File: src/rtl/sp_pkg.sv
package sp_pkg;
    // Transfer length codes, ordered by size so that "largest" means highest code
    typedef enum logic [2:0] {
        LEN_BYTE = 3'd0,
        LEN_WORD = 3'd1,
        LEN_TRI  = 3'd2,
        LEN_LONG = 3'd3,
        LEN_QUAD = 3'd4
    } sp_len_e;

    localparam int NLEN = 5;

    typedef enum logic [1:0] {
        S_IDLE,
        S_SEND,
        S_WAIT,
        S_RET
    } sp_state_e;
endpackage

File: src/rtl/sp_len_check.sv
module sp_len_check
    import sp_pkg::*;
(
    input  logic [NLEN-1:0] len_set,
    input  logic [1:0]      offset,
    output sp_len_e         len,
    output logic            legal
);
    logic       found;
    logic [3:0] allowed;

    // Largest requested length wins: scan from the top code down
    always_comb begin
        found = 1'b0;
        len   = LEN_BYTE;
        for (int i = NLEN - 1; i >= 0; i--) begin
            if (!found && len_set[i]) begin
                found = 1'b1;
                len   = sp_len_e'(3'(i));
            end
        end
    end

    // Offsets (address bits <6:5>) at which each length may be used
    always_comb begin
        unique case (len)
            LEN_BYTE: allowed = 4'b1111;
            LEN_WORD: allowed = 4'b0101;
            LEN_TRI:  allowed = 4'b0011;
            LEN_LONG: allowed = 4'b0001;
            LEN_QUAD: allowed = 4'b1000;
            default:  allowed = 4'b0000;
        endcase
        legal = found && allowed[offset];
    end
endmodule

File: src/rtl/sp_lane_pick.sv
module sp_lane_pick #(
    parameter int LW_W = 32,
    parameter int NLW  = 8,
    localparam int NSEL  = NLW / 2,
    localparam int SEL_W = $clog2(NSEL)
) (
    input  logic [NLW-1:0]      mask,
    input  logic [NLW*LW_W-1:0] data,
    output logic [SEL_W-1:0]    sel,
    output logic                mask_ok,
    output logic [LW_W-1:0]     lw
);
    logic [NSEL-1:0] even_bits;
    logic [NSEL-1:0] odd_bits;
    logic            found;

    // Split the mask into the data-bearing (odd-position) lanes and the rest
    for (genvar k = 0; k < NSEL; k++) begin : g_split
        assign even_bits[k] = mask[2*k];
        assign odd_bits[k]  = mask[2*k+1];
    end

    // Lowest data-bearing mask bit gives the lane
    always_comb begin
        found = 1'b0;
        sel   = '0;
        for (int k = 0; k < NSEL; k++) begin
            if (!found && even_bits[k]) begin
                found = 1'b1;
                sel   = SEL_W'(k);
            end
        end
    end

    assign mask_ok = ($countones(even_bits) == 1) && (odd_bits == '0);

    always_comb begin
        lw = data[(2 * int'(sel)) * LW_W +: LW_W];
    end
endmodule

File: src/rtl/sp_ret_align.sv
module sp_ret_align #(
    parameter int LW_W = 32,
    parameter int NLW  = 8,
    localparam int SEL_W = $clog2(NLW / 2)
) (
    input  logic [SEL_W-1:0]    sel,
    input  logic [LW_W-1:0]     word,
    output logic [NLW*LW_W-1:0] blk
);
    for (genvar k = 0; k < NLW; k++) begin : g_lane
        if (k % 2 == 0) begin : g_data
            assign blk[k*LW_W +: LW_W] = (sel == SEL_W'(k / 2)) ? word : '0;
        end else begin : g_zero
            assign blk[k*LW_W +: LW_W] = '0;
        end
    end
endmodule

File: src/rtl/sp_packetizer.sv
module sp_packetizer
    import sp_pkg::*;
#(
    parameter int ADDR_W = 32,
    parameter int LW_W   = 32,
    parameter int NLW    = 8,
    localparam int BLOCK_W  = LW_W * NLW,
    localparam int SEL_W    = $clog2(NLW / 2),
    localparam int PAIR_LSB = $clog2(LW_W / 8) + 1,
    localparam int BLK_LSB  = $clog2(BLOCK_W / 8)
) (
    input  logic                      clk,
    input  logic                      rst_n,
    input  logic                      req_valid,
    output logic                      req_ready,
    input  logic                      req_write,
    input  logic [ADDR_W-1:PAIR_LSB]  req_addr,
    input  logic [NLW-1:0]            req_mask,
    input  logic [NLEN-1:0]           req_len_set,
    input  logic [BLOCK_W-1:0]        req_data,
    output logic                      pkt_valid,
    input  logic                      pkt_ready,
    output logic                      pkt_write,
    output logic [ADDR_W-BLK_LSB-1:0] pkt_addr,
    output logic [SEL_W-1:0]          pkt_sel,
    output logic [2:0]                pkt_len,
    output logic [LW_W-1:0]           pkt_data,
    input  logic                      rsp_valid,
    input  logic [LW_W-1:0]           rsp_data,
    output logic                      ret_valid,
    output logic [BLOCK_W-1:0]        ret_data,
    output logic                      err
);
    sp_state_e state, state_n;

    sp_len_e          len_w;
    logic             len_ok;
    logic [SEL_W-1:0] wr_sel;
    logic             mask_ok;
    logic [LW_W-1:0]  wr_lw;
    logic             req_ok;
    logic             take;

    logic                      write_q;
    logic [ADDR_W-BLK_LSB-1:0] addr_q;
    logic [SEL_W-1:0]          sel_q;
    sp_len_e                   len_q;
    logic [LW_W-1:0]           data_q;
    logic [LW_W-1:0]           rsp_q;
    logic                      err_q;
    logic [BLOCK_W-1:0]        aligned;

    sp_len_check i_len (
        .len_set (req_len_set),
        .offset  (req_addr[BLK_LSB +: 2]),
        .len     (len_w),
        .legal   (len_ok)
    );

    sp_lane_pick #(.LW_W(LW_W), .NLW(NLW)) i_pick (
        .mask    (req_mask),
        .data    (req_data),
        .sel     (wr_sel),
        .mask_ok (mask_ok),
        .lw      (wr_lw)
    );

    sp_ret_align #(.LW_W(LW_W), .NLW(NLW)) i_align (
        .sel  (sel_q),
        .word (rsp_q),
        .blk  (aligned)
    );

    assign req_ok = len_ok && (!req_write || mask_ok);
    assign take   = (state == S_IDLE) && req_valid;

    // State register
    always_ff @(posedge clk or negedge rst_n) begin
        if (!rst_n) state <= S_IDLE;
        else        state <= state_n;
    end

    // Transitions
    always_comb begin
        state_n = state;
        unique case (state)
            S_IDLE: if (req_valid && req_ok) state_n = S_SEND;
            S_SEND: if (pkt_ready) state_n = write_q ? S_IDLE : S_WAIT;
            S_WAIT: if (rsp_valid) state_n = S_RET;
            S_RET:  state_n = S_IDLE;
            default: state_n = S_IDLE;
        endcase
    end

    // Captured request and response
    always_ff @(posedge clk or negedge rst_n) begin
        if (!rst_n) begin
            write_q <= 1'b0;
            addr_q  <= '0;
            sel_q   <= '0;
            len_q   <= LEN_BYTE;
            data_q  <= '0;
            rsp_q   <= '0;
            err_q   <= 1'b0;
        end else begin
            err_q <= take && !req_ok;
            if (take && req_ok) begin
                write_q <= req_write;
                addr_q  <= req_addr[ADDR_W-1:BLK_LSB];
                sel_q   <= req_write ? wr_sel : req_addr[PAIR_LSB +: SEL_W];
                len_q   <= len_w;
                data_q  <= req_write ? wr_lw : '0;
            end
            if (state == S_WAIT && rsp_valid) rsp_q <= rsp_data;
        end
    end

    // Outputs
    always_comb begin
        req_ready = (state == S_IDLE);
        pkt_valid = (state == S_SEND);
        ret_valid = (state == S_RET);
        pkt_write = write_q;
        pkt_addr  = addr_q;
        pkt_sel   = sel_q;
        pkt_len   = len_q;
        pkt_data  = data_q;
        ret_data  = ret_valid ? aligned : '0;
        err       = err_q;
    end

    // packet fields hold while stalled
    a_r8_pkt_stable: assert property (@(posedge clk) disable iff (!rst_n)
        pkt_valid && !pkt_ready |=> pkt_valid && $stable(pkt_data) && $stable(pkt_sel)
            && $stable(pkt_len) && $stable(pkt_addr) && $stable(pkt_write));

    // no new request is taken while a packet is pending
    a_r8_busy_not_ready: assert property (@(posedge clk) disable iff (!rst_n)
        pkt_valid |-> !req_ready);

    // a refusal never comes with a packet
    a_r5_err_no_pkt: assert property (@(posedge clk) disable iff (!rst_n)
        err |-> !pkt_valid);

    // an error pulse always follows an offered request
    a_r3_err_after_req: assert property (@(posedge clk) disable iff (!rst_n)
        err |-> $past(req_valid));

    // return is a single-cycle pulse that follows a response
    a_r7_ret_single: assert property (@(posedge clk) disable iff (!rst_n)
        ret_valid |=> !ret_valid);

    a_r7_ret_after_rsp: assert property (@(posedge clk) disable iff (!rst_n)
        ret_valid |-> $past(rsp_valid));
endmodule

File: config.mk
export PLATFORM = sky130hd
export DESIGN_NAME = sp_packetizer
export DESIGN_NICKNAME = d
export VERILOG_FILES = /design/src/rtl/sp_pkg.sv /design/src/rtl/sp_len_check.sv /design/src/rtl/sp_lane_pick.sv /design/src/rtl/sp_ret_align.sv /design/src/rtl/sp_packetizer.sv
export SDC_FILE = /design/constraint.sdc
export NUM_CORES = 1
export LEC_CHECK = 0
export ABC_AREA = 1
export ABC_CLOCK_PERIOD_IN_PS = 1850
export BUFFER_PORTS_ARGS = -buffer_cell sky130_fd_sc_hd__clkbuf_2
export CAP_MARGIN = 20
export CORE_AREA = 4 4 254 256
export DETAILED_ROUTE_END_ITERATION = 10
export DIE_AREA = 0 0 258 260
export HOLD_SLACK_MARGIN = 0.15
export PLACE_DENSITY = 0.36
export REMOVE_ABC_BUFFERS = 1
export SLEW_MARGIN = 0
export SYNTH_ARGS = -nofsm -noshare
export SYNTH_HDL_FRONTEND = slang
export SYNTH_SLANG_ARGS = --single-unit
File: constraint.sdc
create_clock -name clk -period 1.85 [get_ports clk]
set_input_delay 0.37 -clock clk [delete_from_list [all_inputs] [get_ports clk]]
set_output_delay 0.37 -clock clk [all_outputs]
set_load 0.005 [all_outputs]
==> impl_metrics.toml <==
[global_route]
grt_overflow = 0
grt_max_degree = 46
antenna_found_initial = 3
grt_usage_pct = 9.93
grt_pass1_vias = 7564
grt_pass1_wl_um = 49000

[floorplanning]
rows = 92
die_area_um2 = 67100
die_h_um = 260
die_x_um = 258
start_util_pct = 10.6
io_pins = 661
coreArea_um2 = 62500

[synth]
syn_area_um2 = 6620
yosysTopAreaCell = "dfrtp_1"
yosysUniqueCellTypes = 23
yosysSeqAreaShare_pct = 37.8
ys_top_cells_by_area = "dfrtp_1 (38%), buf_4 (15%), nand2_1 (12%)"
avgSynthCellArea_um2 = 7.29
netlist_instances = 907
ys_ff_latch = 100
netlist.area_leader.share_pct = 37.8
ys.warnings.count = 0

[worst_setup_path]
start_kind = "input pin"
worstSetupEndpointType = "register"
crit_start = "req_mask[0]"
worstReg2RegStart = "state[0]"
critPathKind = "input pin to register"
critPathArrivalTime_ns = 2.32
worstPathRequired_ns = 2.12
crit_fanout = 9

[pwr]
vdd_drop_max_mv = 0.426
power.leakage_nw = 6.03
powerDensity_nw_per_um2 = 1150

[sta]
rsz0062_at_grt = "yes"
setup_ws_ns = -0.208
final.min_clock_period_ns = 2.06
hold_violations = 0
finalCritPeriodShare_pct = 111
setup_viol = 183
fin_skew_ns = 0.0155
clock.fmax_mhz = 486
drv_slew = 0

[cells_and_area]
area.growth.synth_to_final_pct = 89.0
num-fill-cells = 6959
final_cells = 2224
utilization_pct = 20.0
postLayoutCellArea_um2 = 12500
drive_gt1_share_pct = 57.4
final_net_count = 1715

[place]
dp_cells = 2149
io_buffers = 404
place_congestion = 0.771
placed_area_um2 = 9460
dp_hpwl_um = 23500

[routing]
wl_per_cell_um = 16.7
first_iter_violations = 174
wirelength_um = 37200
dr_total_vias = 7514
vias_per_cell = 3.38
drt_first_pass_iters = 5
drc_errors = 0
postRouteAntennaNets = 0

[clock_tree]
cts.sinks = 100
cts_buffer_depth = 2
clk_latency_ns = 0.38
path_clk_slew_ns = 0.08
tritoncts.num_buffers = 9
ctsRootBufferMaster = "clkbuf_16"
cts_tree = "built"
h-tree-depth = 3

[status]
status = "complete, but fails checks"
violations = "negative setup slack"

[hold_path]
min_from = "req_addr[13]"
hp-class = "input pin to register"

[flow_run]
maxCapViolations = 0
## per-stage QoR
stage	power [W]	worst slack [ns]	hold slack [ns]	setup TNS (ns)
final	0.0144	-0.208	0.206	-21.19
after global routing	0.0154	-0.269	0.174	-38.98
after CTS	0.0130	-0.201	0.150	-23.07
after detailed placement	0.00841	-0.754	0.329	-44.36
after global placement	0.00833	-0.745	0.325	-45.72
after floorplan	0.00586	-1.40	0.0744	-82.99
## final cells by class
| class | instances | area (µm²) | share of cell area [%] |
|---|---|---|---|
| inverter | 23 | 111 | 0.891 |
| multi-input combinational | 728 | 4840 | 38.7 |
| clock inverter | 5 | 42.5 | 0.340 |
| timing repair buffer | 511 | 3700 | 29.6 |
| clock buffer | 10 | 239 | 1.91 |
| antenna | 1 | 2.50 | 0.0200 |
| tap | 846 | 1060 | 8.47 |
| sequential | 100 | 2500 | 20.0 |
## synth_stat cells, drive strengths merged
cell type  count
o21ai         42
buf          166
inv           23
mux2          32
a21oi         32
conb           1
o22ai         32
clkbuf        17
dfrtp        100
nand3b         1
fa             1
nor2         201
nand2        215
ha             5
nand4          2
nand3         37
## timing repair
item	CTS	global route
gates cloned	21	8
endpoints found under the setup margin	194	195
setup buffers	19	7
gates resized for setup	239	258
pin swaps	47	69
hold endpoints to repair	29	0
hold buffers	12	0
## routing by layer
metal	track usage [%]	wire length, µm
met5	0	27
met4	4.61	1230
met3	3.27	3160
met2	18.4	19700
met1	10.1	13000
## critical path, stage by stage
cell and delay (ns):
buf_6 0.10, inv_4 0.06, ha_4 0.20, ha_4 0.15
fa_1 0.42, inv_1 0.06, nand2_1 0.05, nor2_1 0.09
nand2_1 0.06, nand2_2 0.09, nand4_4 0.12, buf_12 0.20
clkbuf_16 0.20, nand2_1 0.07, o21ai_1 0.05
## power by group
part / total (W) / internal [W] / switching, W / leakage [nW]
registers: 0.00432 / 0.00325 / 0.00107 / 1.25
logic: 0.00810 / 0.00358 / 0.00452 / 4.65
clock network: 0.00198 / 0.000965 / 0.00102 / 0.136
total: 0.0144 / 0.00780 / 0.00660 / 6.03
## cell families (layout without fill, tap and decap cells)
kind of cell	count (synthesis)	in the layout	share of synthesized area, %
simple gates	456	456	27.0
buf+inv	206	549	19.7
compound gates	106	106	8.62
flops	100	100	37.8
mux	32	32	5.45
fa+ha+maj	6	6	1.25
other cells	1	129	0.0567
## cells in the final DEF (no fill, tap or decap), drive strengths merged
master,synthesis,final
clkbuf,17,387
nand2,215,215
nor2,201,201
conb,1,128
buf,166,122
dfrtp,100,100
o21ai,42,42
nand3,37,37
mux2,32,32
o22ai,32,32
a21oi,32,32
inv,23,26
dlygate4sd3,0,12
ha,5,5
nand4,2,2
diode,0,1
clkinv,0,1
nand3b,1,1
fa,1,1
clkinvlp,0,1
## worst paths after layout
path / slack [ns] / to / cells past startpoint
min in group asynchronous: 0.45 / pkt_len[2] / 2
worst max register to register: 0.01 / pkt_data[27] / 10
max in group asynchronous: 0.84 / rsp_q[2] / 3
worst min-delay path: 0.21 / pkt_addr[8] / 3
worst max-delay path: -0.21 / pkt_data[27] / 15
worst min register to register: 0.49 / pkt_addr[19] / 2
## state kept, by name (all words and copies together), names as in the netlist, named ones only
name	count
pkt_sel	2
state	1
pkt_data	32
pkt_len	3
pkt_addr	27
rsp_q	32
pkt_write	1
err	1
(Power assumes the default switching activity.)
